### src/rtl/rsp3w_pkg.sv
package rsp3w_pkg;

   typedef enum logic [2:0] {
      ST_CMD    = 3'd0,
      ST_DECODE = 3'd1,
      ST_WAIT   = 3'd2,
      ST_SHIFT  = 3'd3,
      ST_DONE   = 3'd4
   } rsp_state_e;

endpackage

### src/rtl/rsp3w_sync.sv
module rsp3w_sync #(
   parameter int              STAGES  = 2,
   parameter int              W       = 1,
   parameter logic [W-1:0]    RST_VAL = '0
) (
   input  logic         clk,
   input  logic         rst_n,
   input  logic [W-1:0] din,
   output logic [W-1:0] dout
);

   logic [W-1:0] stage_q [STAGES];

   generate
      if (STAGES < 2) begin : g_bad_stages
         $error("rsp3w_sync: STAGES must be at least 2");
      end
      for (genvar s = 0; s < STAGES; s++) begin : g_stage
         if (s == 0) begin : g_first
            always_ff @(posedge clk or negedge rst_n) begin
               if (!rst_n) stage_q[s] <= RST_VAL;
               else        stage_q[s] <= din;
            end
         end else begin : g_rest
            always_ff @(posedge clk or negedge rst_n) begin
               if (!rst_n) stage_q[s] <= RST_VAL;
               else        stage_q[s] <= stage_q[s-1];
            end
         end
      end
   endgenerate

   assign dout = stage_q[STAGES-1];

endmodule

### src/rtl/rsp3w_edges.sv
module rsp3w_edges (
   input  logic clk,
   input  logic rst_n,
   input  logic sclk_s,
   input  logic edge_sel,
   output logic smp_edge,
   output logic drv_edge
);

   logic sclk_prev;
   logic rise, fall;

   always_ff @(posedge clk or negedge rst_n) begin
      if (!rst_n) sclk_prev <= 1'b0;
      else        sclk_prev <= sclk_s;
   end

   assign rise     = sclk_s & ~sclk_prev;
   assign fall     = ~sclk_s & sclk_prev;
   assign smp_edge = edge_sel ? fall : rise;
   assign drv_edge = edge_sel ? rise : fall;


   edges_exclusive_chk: assert property (@(posedge clk) disable iff (!rst_n)
      !(smp_edge && drv_edge));

endmodule

### src/rtl/rsp3w_decode.sv
module rsp3w_decode #(
   parameter int                      CMD_W       = 8,
   parameter int                      N_SHORT     = 10,
   parameter logic [N_SHORT*CMD_W-1:0] SHORT_CODES = '0,
   parameter logic [CMD_W-1:0]        LONG_CODE   = '0
) (
   input  logic             clk,
   input  logic             rst_n,
   input  logic [CMD_W-1:0] code,
   output logic             is_short,
   output logic             is_long
);

   logic [N_SHORT-1:0] hit;

   generate
      if (N_SHORT < 1) begin : g_bad_list
         $error("rsp3w_decode: N_SHORT must be at least 1");
      end
      for (genvar i = 0; i < N_SHORT; i++) begin : g_cmp
         assign hit[i] = (code == SHORT_CODES[i*CMD_W +: CMD_W]);
      end
   endgenerate

   assign is_short = |hit;
   assign is_long  = (code == LONG_CODE);


   decode_onehot_chk: assert property (@(posedge clk) disable iff (!rst_n)
      $onehot0({is_short, is_long}));

endmodule

### src/rtl/rsp3w_shifter.sv
module rsp3w_shifter #(
   parameter int W       = 24,
   parameter int SHORT_W = 8
) (
   input  logic         clk,
   input  logic         rst_n,
   input  logic         load,
   input  logic         long_sel,
   input  logic [W-1:0] data_in,
   input  logic         shift,
   output logic         msb
);

   localparam int PAD_W = W - SHORT_W;

   logic [W-1:0] sr_q;
   logic [W-1:0] load_val;

   generate
      if (SHORT_W < 1 || SHORT_W >= W) begin : g_bad_width
         $error("rsp3w_shifter: need 1 <= SHORT_W < W");
      end
   endgenerate

   assign load_val = long_sel ? data_in
                              : {data_in[SHORT_W-1:0], {PAD_W{1'b0}}};

   always_ff @(posedge clk or negedge rst_n) begin
      if (!rst_n)     sr_q <= '0;
      else if (load)  sr_q <= load_val;
      else if (shift) sr_q <= {sr_q[W-2:0], 1'b0};
   end

   assign msb = sr_q[W-1];


   sr_hold_chk: assert property (@(posedge clk) disable iff (!rst_n)
      (!$past(load) && !$past(shift)) |-> $stable(msb));

endmodule

### src/rtl/rsp3w_read_tx.sv
module rsp3w_read_tx
   import rsp3w_pkg::*;
#(
   parameter int                     SYNC_STAGES = 2,
   parameter int                     CMD_W       = 8,
   parameter int                     REPLY_W     = 24,
   parameter int                     SHORT_W     = 8,
   parameter int                     N_SHORT     = 10,
   parameter logic [N_SHORT*CMD_W-1:0] SHORT_CODES =
      {8'h05, 8'h0A, 8'h0B, 8'h0C, 8'h0D, 8'h0E, 8'h0F, 8'hDA, 8'hDB, 8'hDC},
   parameter logic [CMD_W-1:0]       LONG_CODE   = 8'h04,
   parameter int                     LONG_DUMMY  = 1
) (
   input  logic               clk,
   input  logic               rst_n,
   input  logic               cs_n,
   input  logic               sclk,
   input  logic               sdi,
   input  logic               edge_sel,
   input  logic [REPLY_W-1:0] rd_data,
   output logic [CMD_W-1:0]   rd_cmd,
   output logic               rd_req,
   output logic               sdo,
   output logic               sdo_oe
);

   localparam int FRAME_BITS = CMD_W + 1;
   localparam int CNT_W      = $clog2(FRAME_BITS + 1);
   localparam int LEFT_W     = $clog2(REPLY_W);
   localparam int DUM_W      = (LONG_DUMMY > 0) ? $clog2(LONG_DUMMY + 1) : 1;

   generate
      if (LONG_DUMMY < 0) begin : g_bad_dummy
         $error("rsp3w_read_tx: LONG_DUMMY must not be negative");
      end
      if (CMD_W < 2) begin : g_bad_cmd
         $error("rsp3w_read_tx: CMD_W too small");
      end
   endgenerate

   logic             cs_s, sclk_s, sdi_s;
   logic             smp_edge, drv_edge;
   logic             is_short, is_long, hit;
   logic             sr_msb, sr_load, sr_shift;
   rsp_state_e       state_q;
   logic [CMD_W:0]   frame_q;
   logic [CNT_W-1:0] bit_cnt_q;
   logic [LEFT_W-1:0] left_q;
   logic [DUM_W-1:0] wait_q;
   logic             oe_q;

   rsp3w_sync #(
      .STAGES (SYNC_STAGES),
      .W      (3),
      .RST_VAL(3'b100)
   ) u_sync (
      .clk  (clk),
      .rst_n(rst_n),
      .din  ({cs_n, sclk, sdi}),
      .dout ({cs_s, sclk_s, sdi_s})
   );

   rsp3w_edges u_edges (
      .clk     (clk),
      .rst_n   (rst_n),
      .sclk_s  (sclk_s),
      .edge_sel(edge_sel),
      .smp_edge(smp_edge),
      .drv_edge(drv_edge)
   );

   rsp3w_decode #(
      .CMD_W      (CMD_W),
      .N_SHORT    (N_SHORT),
      .SHORT_CODES(SHORT_CODES),
      .LONG_CODE  (LONG_CODE)
   ) u_decode (
      .clk     (clk),
      .rst_n   (rst_n),
      .code    (frame_q[CMD_W-1:0]),
      .is_short(is_short),
      .is_long (is_long)
   );

   assign hit      = ~frame_q[CMD_W] & (is_short | is_long);
   assign sr_load  = (state_q == ST_DECODE) && hit;
   assign sr_shift = (state_q == ST_SHIFT) && drv_edge && (left_q != '0) && !cs_s;

   rsp3w_shifter #(
      .W      (REPLY_W),
      .SHORT_W(SHORT_W)
   ) u_shift (
      .clk     (clk),
      .rst_n   (rst_n),
      .load    (sr_load),
      .long_sel(is_long),
      .data_in (rd_data),
      .shift   (sr_shift),
      .msb     (sr_msb)
   );

   always_ff @(posedge clk or negedge rst_n) begin
      if (!rst_n) begin
         state_q   <= ST_CMD;
         frame_q   <= '0;
         bit_cnt_q <= '0;
         left_q    <= '0;
         wait_q    <= '0;
         oe_q      <= 1'b0;
      end else if (cs_s) begin
         state_q   <= ST_CMD;
         bit_cnt_q <= '0;
         oe_q      <= 1'b0;
      end else begin
         unique case (state_q)
            ST_CMD: begin
               if (smp_edge) begin
                  frame_q <= {frame_q[CMD_W-1:0], sdi_s};
                  if (bit_cnt_q == CNT_W'(FRAME_BITS - 1)) begin
                     bit_cnt_q <= '0;
                     state_q   <= ST_DECODE;
                  end else begin
                     bit_cnt_q <= bit_cnt_q + 1'b1;
                  end
               end
            end
            ST_DECODE: begin
               if (hit) begin
                  left_q  <= is_long ? LEFT_W'(REPLY_W - 1) : LEFT_W'(SHORT_W - 1);
                  wait_q  <= is_long ? DUM_W'(LONG_DUMMY) : '0;
                  state_q <= ST_WAIT;
               end else begin
                  state_q <= ST_CMD;
               end
            end
            ST_WAIT: begin
               if (drv_edge) begin
                  if (wait_q == '0) begin
                     oe_q    <= 1'b1;
                     state_q <= ST_SHIFT;
                  end else begin
                     wait_q <= wait_q - 1'b1;
                  end
               end
            end
            ST_SHIFT: begin
               if (drv_edge) begin
                  if (left_q == '0) begin
                     oe_q    <= 1'b0;
                     state_q <= ST_DONE;
                  end else begin
                     left_q <= left_q - 1'b1;
                  end
               end
            end
            ST_DONE: begin
               oe_q <= 1'b0;
            end
            default: state_q <= ST_CMD;
         endcase
      end
   end

   assign rd_cmd = frame_q[CMD_W-1:0];
   assign rd_req = (state_q == ST_DECODE);
   assign sdo_oe = oe_q;
   assign sdo    = oe_q & sr_msb;


   cs_idle_off_chk: assert property (@(posedge clk) disable iff (!rst_n)
      cs_s |=> !sdo_oe);


   sdo_hold_chk: assert property (@(posedge clk) disable iff (!rst_n)
      (sdo_oe && $past(sdo_oe) && !$past(drv_edge)) |-> $stable(sdo));


   oe_on_edge_chk: assert property (@(posedge clk) disable iff (!rst_n)
      $rose(sdo_oe) |-> $past(drv_edge));


   oe_off_cause_chk: assert property (@(posedge clk) disable iff (!rst_n)
      $fell(sdo_oe) |-> ($past(drv_edge) || $past(cs_s)));


   no_req_while_oe_chk: assert property (@(posedge clk) disable iff (!rst_n)
      rd_req |-> !sdo_oe);

endmodule

### config.mk
export PLATFORM = sky130hd
export DESIGN_NAME = rsp3w_read_tx
export DESIGN_NICKNAME = d
export VERILOG_FILES = /design/src/rtl/rsp3w_pkg.sv /design/src/rtl/rsp3w_sync.sv /design/src/rtl/rsp3w_edges.sv /design/src/rtl/rsp3w_decode.sv /design/src/rtl/rsp3w_shifter.sv /design/src/rtl/rsp3w_read_tx.sv
export SDC_FILE = /design/constraint.sdc
export NUM_CORES = 1
export LEC_CHECK = 0
export CAP_MARGIN = 20
export CELL_PAD_IN_SITES_DETAIL_PLACEMENT = 0
export CELL_PAD_IN_SITES_GLOBAL_PLACEMENT = 1
export CORE_UTILIZATION = 56
export CTS_BUF_LIST = sky130_fd_sc_hd__clkbuf_8
export CTS_CLUSTER_SIZE = 28
export DETAILED_ROUTE_END_ITERATION = 10
export DONT_BUFFER_PORTS = 1
export PLACE_DENSITY_LB_ADDON = 0.1
export SYNTH_ARGS = -nofsm -noshare
export SYNTH_HDL_FRONTEND = slang
export SYNTH_SLANG_ARGS = --single-unit
### constraint.sdc
create_clock -name clk -period 2.73 [get_ports clk]
set_input_delay 0.546 -clock clk [delete_from_list [all_inputs] [get_ports clk]]
set_output_delay 0.546 -clock clk [all_outputs]
set_load 0.02 [all_outputs]
==> results.md <==
- For this run, the top clock speed supported by timing is roughly 0.45 GHz.
- The number of standard cells in the final layout excluding fillers is between 300 and 400.
- The die area is between 0.005 and 0.006 mm².
- The sequential fraction of the synthesis area is between 40% and 50%.
- The CTS tree is yes.
- In this run the critical register-to-register path is captured at u_shift.sr_q[10].
- The largest stage delay on the critical path is approximately 0.50 ns.
- The worst endpoint required time is 2.89 ns.
- The standby leakage power is around 1.2 nW.
- The count of cells resized by post-cts repair is 0.
- After detailed routing, the number of remaining DRC violations is 0.
- After synthesis the netlist holds a flip-flop and latch count of 54.
- In this run, the clock network consumes 25.0% of the power.
- The fraction of power spent switching nets is approximately 31%.
- The setup-violating endpoint count in the final report is 0.
- Setup repair after global routing left no endpoint under its margin.
- After synthesis, the share of flip-flops with an asynchronous set or reset is between 90% and 100%.
- VDD sags by at most 495 µV.
- Of the total power, combinational logic draws 13.2%.
- From bottom edge to top edge, the die measures about 72 µm.
- For this block, the via count after detailed routing is around 1900.
- The cell area after synthesis is around 0.0027 mm².
- The repair_antennas step left the layout with diodes totalling 0.
- In this run the horizontal extent of the chip is 72.0 µm.
- The count of buffers added on input and output ports is 0.
- The share of cells above drive strength 1 is about an eighth.
- The area of the core is approximately 0.0047 mm².
- Synthesis produced a netlist with a net count of about 290.
- The worst hold path class is input pin to async pin.
- The critical path in this run is classified as register to register.
- STA classifies the critical path endpoint as a register.
- Between clock sinks in the finished design, the worst skew comes to 0.0107 ns.
- Tracing the worst setup path back leads to its startpoint at left_q[1].
- The internal portion of total power is around 1.1 mW.
- For this run the aggregate overflow at the end of global routing stands at 0.
- The arrival time of data at the critical path endpoint is around 2.4 ns.
- The clock network latency to the later pin of the worst-skew pair is about 0.30 ns.
- The count of final hold-check violations is 0.
- The number of warnings issued by yosys is 0.
- The flow ran to the end, and the final reports show no timing, DRC or antenna violations.
- The routability congestion estimate is 0.828.
- Max-cap violations in this run came to 0.
- The minimum clock period is 2.21 ns.
- The synthesized design contains 0 enable-type register cells.
- The final-report max-slew violation count is 0.
- The relative contribution of sequential cells to total power is between 60% and 70%.
- The worst-path maximum fanout is 13.
- The count of nets left with antenna violations once routing finished came out at 0.
- The most critical setup path has its endpoint at u_shift.sr_q[10].
- The largest individual stage delay along the critical path comes from the cell sky130_fd_sc_hd__nor4b_1.
- The logic depth of the worst register-to-register path is 7.
- Traced cell by cell, the critical path runs through inv_1 -> ha_1 -> nor4b_1 -> a211oi_2 -> nand2_1 -> mux2i_1 -> o2bb2ai_1.
- The average cell area after synthesis is roughly 11 µm².
- The number of global-route vias before repair came to around 1900.
- In the final design database the tool counted between 200 and 300 nets.
- The CTS buffer count is 5.
- The reported net switching power is a little over 500 µW.
- The mean routed wirelength per cell is between 15 and 20 µm.
- Measured against its own limit, the worst slew margin works out to between 50% and 60%.
- The number of fillers in the final layout is around 420.
- The number of distinct library cell variants in the gate-level netlist after synthesis is 49.
- Using the TritonRoute via totals, the vias-per-cell ratio works out to about 6.0.
- The wire length of the first global-routing pass is about 8.9 mm.
- The internal reg-to-reg setup slack is roughly 0.52 ns.
- After the first detailed-routing iteration, the DRC count stood at between 70 and 80.
- For the pin with the worst max-slew slack, the measured transition is around 0.63 ns.
- Compared with the post-synthesis result, the final layout area differs by 2.78%.
- The power density over the cells is just under 600 mW/mm².
- Across every metal layer, demand over resource in global routing totals 22.2%.
- The type of origin of the critical path is a register.
- The startpoint identified for the worst register-to-register timing path is left_q[1].
- The first detailed-routing pass took 4 iterations.
- The starting density of the core is 58.1%.
- The fraction of the cycle the final worst path needs is approximately 81%.
- The I/O pin count is 41.
- In the synthesized netlist, the number of instances is roughly 250.
- The most common flop cell mapped by yosys is sky130_fd_sc_hd__dfrtp_1.
- The initialized floorplan defines 25 standard-cell rows.
- Clock tree synthesis found a total of between 50 and 60 sinks.
- The final setup TNS is 0 ns.
- The count of placed standard cells including taps is approximately 300.
- The initial antenna violation count is 0.
- The register clock-pin slew on the reported worst setup and hold paths is around 0.09 ns.
- The sum of routed wire length over all layers is about 5.2 mm.
- The maximum number of pins on one net before global-route repair is 53.
- The H-tree depth reported by CTS is 2.
- Once detailed placement completed, the half-perimeter wirelength came to between 3 and 4 mm.
- No sink is reached through more buffers than the 2 on the longest clock path.
- The tree is rooted in a sky130_fd_sc_hd__clkbuf_8.
[power groups by stage]
stage                     Clock (mW)  Combinational [mW]  Sequential [mW]
after floorplan                    0               0.301            0.939
after global placement             0               0.190             1.03
after detailed placement           0               0.200             1.03
after CTS                      0.429               0.222             1.02
after global routing           0.453               0.246             1.03
final                          0.412               0.218             1.02
[logic make-up after synthesis]
logic type               synth area share (%)
AND/OR/NAND/NOR                          14.3
AO/OA/AOI/OAI                            14.7
flip-flops                               49.4
multiplexers                             13.2
buffers and inverters                    6.52
adder cells (fa/ha/maj)                  1.82
[cell usage after synthesis (all sizes together), types with 2 or more instances]
cell	number	area share (%)
a31oi	3	0.68
ha	4	1.8
nor3	6	1.3
or4b	2	0.73
a21oi	5	0.91
o2bb2ai	15	4.8
o211ai	8	2.2
nor2	14	2.0
nand2	19	2.6
mux2i	25	9.1
dfstp	2	1.9
nor3b	2	0.73
inv	9	1.2
nand3b	3	0.82
dfrtp	52	47
nand3	14	2.6
and2	4	0.91
mux2	10	4.1
buf	16	4.6
nand2b	2	0.46
o21ai	7	1.3
a2bb2oi	3	0.96
clkbuf	5	0.68
a211oi	4	1.3
o41ai	2	0.64
[layout by cell type, fill, tap and decap left out, types with 2 or more instances in the layout]
| cell | Yosys | routed |
|---|---|---|
| sky130_fd_sc_hd__mux2i_1 | 25 | 25 |
| sky130_fd_sc_hd__nand2_1 | 19 | 19 |
| sky130_fd_sc_hd__nand3b_1 | 3 | 3 |
| sky130_fd_sc_hd__o211ai_1 | 8 | 8 |
| sky130_fd_sc_hd__nand3_1 | 14 | 14 |
| sky130_fd_sc_hd__nor3_1 | 5 | 5 |
| sky130_fd_sc_hd__nand2b_1 | 2 | 2 |
| sky130_fd_sc_hd__and2_1 | 4 | 4 |
| sky130_fd_sc_hd__o41ai_1 | 2 | 2 |
| sky130_fd_sc_hd__a31oi_1 | 3 | 3 |
| sky130_fd_sc_hd__inv_1 | 9 | 12 |
| sky130_fd_sc_hd__a21oi_1 | 5 | 5 |
| sky130_fd_sc_hd__dfstp_2 | 2 | 2 |
| sky130_fd_sc_hd__o2bb2ai_1 | 15 | 15 |
| sky130_fd_sc_hd__mux2_2 | 10 | 10 |
| sky130_fd_sc_hd__nor2_1 | 13 | 13 |
| sky130_fd_sc_hd__or4b_2 | 2 | 2 |
| sky130_fd_sc_hd__buf_4 | 8 | 4 |
| sky130_fd_sc_hd__clkbuf_8 | 0 | 5 |
| sky130_fd_sc_hd__ha_1 | 4 | 4 |
| sky130_fd_sc_hd__dfrtp_1 | 52 | 52 |
| sky130_fd_sc_hd__a211oi_1 | 3 | 3 |
| sky130_fd_sc_hd__o21ai_0 | 6 | 6 |
| sky130_fd_sc_hd__a2bb2oi_1 | 3 | 3 |
[worst min-delay path by stage]
stage               startpoint                end  slack, ns
global placement         rst_n       bit_cnt_q[3]       0.25
CTS                      rst_n     u_sync.dout[2]       0.07
global route             rst_n  u_sync.stage_q[5]       0.06
floorplan                rst_n       bit_cnt_q[0]       0.25
finish                   rst_n  u_sync.stage_q[5]       0.08
detailed placement       rst_n       bit_cnt_q[3]       0.25
[critical path, delay by kind of cell, from the launching register on]
kind                       cells  cell delay [ns]
and+or+nand+nor                2             0.91
DFF                            1             0.41
AOI/OAI and AO/OA              2             0.25
muxes                          1             0.25
adders and majority gates      1             0.15
buffers and inverters          1             0.09
[per-stage QoR]
stage	hold WS [ns]	power (mW)	util, %	setup slack (ns)	area [µm²]
after floorplan	0.250	1.24	-	0.749	2740
after global placement	0.252	1.22	57.4	0.531	2710
after detailed placement	0.252	1.23	57.4	0.509	2710
after CTS	0.0686	1.67	59.7	0.536	2820
after global routing	0.0596	1.73	59.7	0.266	2820
final	0.0770	1.65	59.7	0.520	2820
[final cells by class]
type                            instances  area (µm²)  area share, %
Sequential cell                        54        1350           48.0
Inverter                                9        33.8           1.20
Tap cell                               67        83.8           2.97
Clock buffer                            5        68.8           2.44
Multi-Input combinational cell        167        1210           42.9
Clock inverter                          3        11.3          0.399
Timing Repair Buffer                    5        57.6           2.04
[layer usage]
layer	GRT usage, %	up-vias	part of all wire [%]
met2	36.8	33	50
met1	30.2	921	45
met5	0	-	0
met3	4.86	4	4.1
li1	-	899	-
met4	4.79	0	0.73
[state kept, by name, indices dropped and copies added, names as in the netlist, 3 cells and up]
signal          cells
bit_cnt_q           4
frame_q             9
u_shift.sr_q       24
left_q              5
u_sync.stage_q      3
u_sync.dout         3
state_q             3
[repair_timing]
| item | 4_1_cts | 5_1_grt |
|---|---|---|
| hold buffers | 1 | 0 |
| buffers inserted | 0 | 0 |
| endpoints found under the hold margin | 52 | 0 |
(Power assumes the default switching activity.)
